[src/rtl/burst_col_pkg.sv]
package burst_col_pkg;
  localparam int COL_W   = 9;
  localparam int BL_W    = 3;
  localparam int MAX_LOG = 3;
  localparam logic [BL_W-1:0] FULL_CODE = 3'd7;

  typedef enum logic {ORD_SEQ = 1'b0, ORD_ITL = 1'b1} order_e;
endpackage

[src/rtl/blen_decode.sv]
module blen_decode
  import burst_col_pkg::*;
#(
  parameter int COL_W_P   = COL_W,
  parameter int BL_W_P    = BL_W,
  parameter int MAX_LOG_P = MAX_LOG,
  parameter logic [BL_W_P-1:0] FULL_CODE_P = FULL_CODE
) (
  input  logic [BL_W_P-1:0]  code_i,
  input  logic               itl_i,
  input  logic               write_i,
  input  logic               single_wr_i,
  output logic [COL_W_P-1:0] mask_o,
  output logic               full_o,
  output logic               itl_o
);
  always_comb begin
    full_o = (code_i == FULL_CODE_P);
    mask_o = '0;
    if (full_o) mask_o = '1;
    else begin
      for (int k = 1; k <= MAX_LOG_P; k++)
        if (code_i == BL_W_P'(k)) mask_o = COL_W_P'((1 << k) - 1);
    end
    // single-beat writes override length
    if (write_i && single_wr_i) begin
      mask_o = '0;
      full_o = 1'b0;
    end
    itl_o = itl_i && !full_o;
  end
endmodule

[src/rtl/beat_ctrl.sv]
module beat_ctrl
  import burst_col_pkg::*;
#(
  parameter int COL_W_P = COL_W
) (
  input  logic               clk_i,
  input  logic               rst_ni,
  input  logic               start_i,
  input  logic               stop_i,
  input  logic [COL_W_P-1:0] col_i,
  input  logic [COL_W_P-1:0] mask_i,
  input  logic               full_i,
  input  logic               itl_i,
  output logic               active_o,
  output logic               last_o,
  output logic [COL_W_P-1:0] base_o,
  output logic [COL_W_P-1:0] cnt_o,
  output logic [COL_W_P-1:0] mask_o,
  output logic               itl_o
);
  logic               active_q, full_q, itl_q;
  logic [COL_W_P-1:0] base_q, cnt_q, mask_q;
  logic               last_w;

  assign last_w = active_q && !full_q && (cnt_q == mask_q);

  always_ff @(posedge clk_i or negedge rst_ni) begin
    if (!rst_ni) begin
      active_q <= 1'b0;
      full_q   <= 1'b0;
      itl_q    <= 1'b0;
      base_q   <= '0;
      cnt_q    <= '0;
      mask_q   <= '0;
    end else if (start_i) begin
      active_q <= 1'b1;
      full_q   <= full_i;
      itl_q    <= itl_i;
      base_q   <= col_i;
      cnt_q    <= '0;
      mask_q   <= mask_i;
    end else if (active_q) begin
      if (stop_i || last_w) active_q <= 1'b0;
      else                  cnt_q    <= cnt_q + 1'b1;
    end
  end

  assign active_o = active_q;
  assign last_o   = last_w;
  assign base_o   = base_q;
  assign cnt_o    = cnt_q;
  assign mask_o   = mask_q;
  assign itl_o    = itl_q;

  assert_stop_ends_R7: assert property (@(posedge clk_i) disable iff (!rst_ni)
    (active_q && stop_i && !start_i) |=> !active_q);
  assert_start_restarts_R8: assert property (@(posedge clk_i) disable iff (!rst_ni)
    start_i |=> (active_q && cnt_q == '0 && base_q == $past(col_i)));
  assert_beat_advance_R2: assert property (@(posedge clk_i) disable iff (!rst_ni)
    (active_q && !last_w && !stop_i && !start_i) |=> (active_q && cnt_q == $past(cnt_q) + 1'b1));
endmodule

[src/rtl/col_calc.sv]
module col_calc
  import burst_col_pkg::*;
#(
  parameter int COL_W_P = COL_W
) (
  input  logic [COL_W_P-1:0] base_i,
  input  logic [COL_W_P-1:0] cnt_i,
  input  logic [COL_W_P-1:0] mask_i,
  input  logic               itl_i,
  output logic [COL_W_P-1:0] col_o
);
  logic [COL_W_P-1:0] seq_col, itl_col;

  assign seq_col = (base_i & ~mask_i) | ((base_i + cnt_i) & mask_i);
  assign itl_col = base_i ^ (cnt_i & mask_i);
  assign col_o   = (itl_i == ORD_ITL) ? itl_col : seq_col;

  always_comb begin
    assert_block_fixed_R3: assert ((col_o & ~mask_i) == (base_i & ~mask_i));
  end
endmodule

[src/rtl/burst_col_gen.sv]
module burst_col_gen
  import burst_col_pkg::*;
#(
  parameter int COL_W_P   = COL_W,
  parameter int BL_W_P    = BL_W,
  parameter int MAX_LOG_P = MAX_LOG,
  parameter logic [BL_W_P-1:0] FULL_CODE_P = FULL_CODE
) (
  input  logic               clk_i,
  input  logic               rst_ni,
  input  logic               start_i,
  input  logic               cmd_write_i,
  input  logic [COL_W_P-1:0] start_col_i,
  input  logic [BL_W_P-1:0]  blen_i,
  input  logic               burst_type_i,
  input  logic               single_wr_i,
  input  logic               stop_i,
  output logic [COL_W_P-1:0] col_o,
  output logic               valid_o,
  output logic               last_o
);
  logic [COL_W_P-1:0] dec_mask, base, cnt, mask;
  logic               dec_full, dec_itl, itl;

  blen_decode #(
    .COL_W_P(COL_W_P), .BL_W_P(BL_W_P), .MAX_LOG_P(MAX_LOG_P), .FULL_CODE_P(FULL_CODE_P)
  ) u_dec (
    .code_i(blen_i), .itl_i(burst_type_i), .write_i(cmd_write_i),
    .single_wr_i(single_wr_i), .mask_o(dec_mask), .full_o(dec_full), .itl_o(dec_itl)
  );

  beat_ctrl #(.COL_W_P(COL_W_P)) u_ctrl (
    .clk_i(clk_i), .rst_ni(rst_ni), .start_i(start_i), .stop_i(stop_i),
    .col_i(start_col_i), .mask_i(dec_mask), .full_i(dec_full), .itl_i(dec_itl),
    .active_o(valid_o), .last_o(last_o), .base_o(base), .cnt_o(cnt),
    .mask_o(mask), .itl_o(itl)
  );

  col_calc #(.COL_W_P(COL_W_P)) u_calc (
    .base_i(base), .cnt_i(cnt), .mask_i(mask), .itl_i(itl), .col_o(col_o)
  );

  assert_last_closes_R9: assert property (@(posedge clk_i) disable iff (!rst_ni)
    (valid_o && last_o && !start_i) |=> !valid_o);
  assert_single_write_R6: assert property (@(posedge clk_i) disable iff (!rst_ni)
    (start_i && cmd_write_i && single_wr_i) |=> (valid_o && last_o && col_o == $past(start_col_i)));
  assert_first_col_R2: assert property (@(posedge clk_i) disable iff (!rst_ni)
    start_i |=> (valid_o && col_o == $past(start_col_i)));
endmodule

[config.mk]
export PLATFORM = sky130hd
export DESIGN_NAME = burst_col_gen
export DESIGN_NICKNAME = d
export VERILOG_FILES = /design/src/rtl/burst_col_pkg.sv /design/src/rtl/blen_decode.sv /design/src/rtl/beat_ctrl.sv /design/src/rtl/col_calc.sv /design/src/rtl/burst_col_gen.sv
export SDC_FILE = /design/constraint.sdc
export NUM_CORES = 1
export LEC_CHECK = 0
export BUFFER_PORTS_ARGS = -buffer_cell sky130_fd_sc_hd__buf_2
export CAP_MARGIN = 20
export CORE_UTILIZATION = 60
export CTS_CLUSTER_DIAMETER = 60
export DETAILED_ROUTE_END_ITERATION = 16
export PLACE_DENSITY = 0.85
export SYNTH_ARGS = -nofsm -noshare
export SYNTH_HDL_FRONTEND = slang
export SYNTH_SLANG_ARGS = --single-unit
[constraint.sdc]
create_clock -name clk_i -period 5 [get_ports clk_i]
set_input_delay 1 -clock clk_i [delete_from_list [all_inputs] [get_ports clk_i]]
set_output_delay 1 -clock clk_i [all_outputs]
set_load 0.01 [all_outputs]
==> metrics <==
count of cell types in the netlist=38; Setup crit end kind=output port; worst slew pin tran=0.612 ns; outcome=finished, final reports clean; placed inst area=1910 um^2; Switching Power=0.141 mW; RSZ-0062 raised after global routing=false; gate count after technology mapping=177; global-route usage over all layers=25.7%; # rows=19; Via density=6.00; share of cells above drive strength 1=22.1%; sequential fraction of the synthesis area=34.4%; Tcrit/Tclk final=77.8%; Post-CTS Setup Bufs=0; crit path DAT=2.89 ns; First-pass DRT Iterations=4; latest clock arrival within the worst-skew pair=0.31 ns; asr flop ratio synth=100%; CTS Buf Count=3; fin crit period=3.89 ns; Worst Path Max Fanout=5; Pleak=0.929 nW; Final Hold Vio Count=0; WS Path Type=reg -> out; clk sinks=24; Initial Util=63.2%; die width=55.9 um; Synth Area in Simple Gates=17.3%; PD cells=227 nW/um^2; Die H=55.9 um; Clock H-tree levels=1; Synth Flop Type=dfrtp_1; largest family of logic cells by synthesized area=simple AND/OR/NAND/NOR gates; FF+latch count, synth=24; Combinational Power Share=28.6%; DR vias=1411; switching share of total power=32.2%; drt total wl=3620 um; Peak supply drop=0.209 mV; Post-CTS Resized=0; IO Pins=30; ANT cells=0; Synth Area in Compound Gates=17.2%; CTS tree=done; Synth Area in Adders=14.1%; Post-synth EDFFs=0; # DRC=0; syn_area_per_cell=9.85 um^2; initial DRC count=47; CTS Hold Buffers Added=0; CTS clock-pin slew for the worst setup and hold paths=0.12 ns; Reg power frac=52.5%; Int Power=0.297 mW; critical path required time=4.00 ns; fmax=257 MHz; clock group share of total power=18.9%; post-DR wirelength/cell=15.4 um; Layout Skew=0.00221 ns; Startpoint Class=register; pin count of the biggest net entering global routing=25; multiplexer share of the synthesized area=5.74%; global-route wire length before repair=6380 um; Die ar.=3130 um^2; Design Area, Final=1930 um^2; Final GP Congestion=0.927; Max Buffers Root-to-Sink=2; syn_nets=215; grt ovf=0; area of the core=2760 um^2; CTS Root Cell=clkbuf_4; class of the worst hold path=reg -> reg; DP HPWL=2810 um; Area Growth Syn to Fin=10.7%; Final setup viols=0; Port Buffers=29; vias in the first global route=1450; Fin Setup TNS=0 ns; antenna violations before repair=0; xor/xnor share of the synthesized area=9.04%; Layout Nets=244; Slew headroom=59.2%; Max Cap Viol=0; Routed Antenna Nets=0; yosys warns=0; synthesized area=1740 um^2; Final Max Tran Viols=0
## placed cells by master, fill, tap and decap left out, types with 3 or more instances in the layout
| master | count |
|---|---|
| a211oi_1 | 5 |
| a21oi_1 | 15 |
| and3_1 | 4 |
| buf_2 | 29 |
| clkbuf_4 | 3 |
| dfrtp_1 | 24 |
| ha_1 | 18 |
| inv_1 | 5 |
| mux2_2 | 8 |
| nand2_1 | 15 |
| nand2b_1 | 5 |
| nor2_1 | 12 |
| nor2b_1 | 5 |
| o21ai_0 | 10 |
| xnor2_1 | 8 |
| xor2_1 | 10 |
## metal layers
layer / routed length (um) / share of wire [%] / vias up / track usage (%)
li1: - / - / 696 / -
met1: 1600 / 44 / 673 / 31.4
met2: 1870 / 52 / 32 / 47.0
met3: 79 / 2.2 / 10 / 2.56
met4: 69 / 1.9 / 0 / 9.41
met5: 0 / 0 / - / 0
## cell families (layout without fill, tap and decap cells)
group                    Yosys count  in the layout
multiplexers                       9              9
buffers and inverters             10             37
adder cells (fa/ha/maj)           19             19
flip-flops                        24             24
AND/OR/NAND/NOR                   52             52
XOR/XNOR                          18             18
AO/OA/AOI/OAI                     45             45
## cell usage after synthesis (3+ instances only)
cell       n  area share [%]
ha_1      18              13
a211oi_1   5             2.2
xnor2_1    8             4.0
dfrtp_1   24              34
and3_1     4             1.4
nand2_1   15             3.2
mux2_2     8             5.2
o21ai_0   10             2.9
nor2_1    12             2.6
a21oi_1   15             4.3
inv_1      5             1.1
clkbuf_1   3            0.65
nand2b_1   5             1.8
xor2_1    10             5.0
nor2b_1    5             1.8
## worst max-delay path, stage by stage (launching register included)
cell	delay, ns
dfrtp_1	0.51
ha_1	0.23
inv_1	0.06
fa_1	0.39
nand2b_1	0.21
a21oi_1	0.22
o21ai_0	0.15
and2b_1	0.21
xnor2_1	0.13
a221o_1	0.34
buf_2	0.14
## per-stage QoR
stage | util, % | total power [mW] | worst slack (ns) | hold WS [ns] | instances
finish | 70.0 | 0.438 | 1.11 | 0.551 | 235
detailed placement | 69.2 | 0.358 | 1.49 | 0.525 | 232
global route | 70.0 | 0.462 | 0.955 | 0.590 | 235
floorplan | - | 0.316 | 1.85 | 0.498 | 177
global placement | 69.2 | 0.351 | 1.65 | 0.523 | 232
CTS | 70.0 | 0.443 | 1.12 | 0.554 | 235
## registers in the layout, summed over array words and instances, names as in the netlist
signal and flops:
u_ctrl.itl_o 1, u_ctrl.active_o 1, u_ctrl.cnt_o 9, u_ctrl.base_o 9, u_ctrl.mask_o 4
## power groups by stage
stage               Combinational [mW]  Sequential [mW]  Clock (mW)
finish                           0.125            0.230      0.0826
CTS                              0.125            0.230      0.0874
global route                     0.138            0.233      0.0910
global placement                 0.119            0.232           0
detailed placement               0.124            0.234           0
floorplan                       0.0907            0.225           0
## worst paths after layout
kind / from / endpoint / slack [ns] / depth (start not counted)
max: u_ctrl.cnt_o[0] / col_o[6] / 1.11 / 10
min: u_ctrl.base_o[8] / u_ctrl.base_o[8] / 0.55 / 1
max reg2reg: u_ctrl.mask_o[7] / u_ctrl.cnt_o[8] / 2.66 / 7
min reg2reg: u_ctrl.base_o[8] / u_ctrl.base_o[8] / 0.55 / 1
max in group asynchronous: rst_ni / u_ctrl.base_o[5] / 3.98 / 1
min in group asynchronous: rst_ni / u_ctrl.base_o[0] / 0.66 / 1
## cell type report
type                    instances  area (um^2)
inverters                       5         18.8
fillers                       220          827
well taps                      31         38.8
flip-flops and latches         24          601
repair buffers                 29          145
clock buffers                   3         22.5
multi-input cells             143         1100
Note: power is estimated with default switching activity, not from simulation.
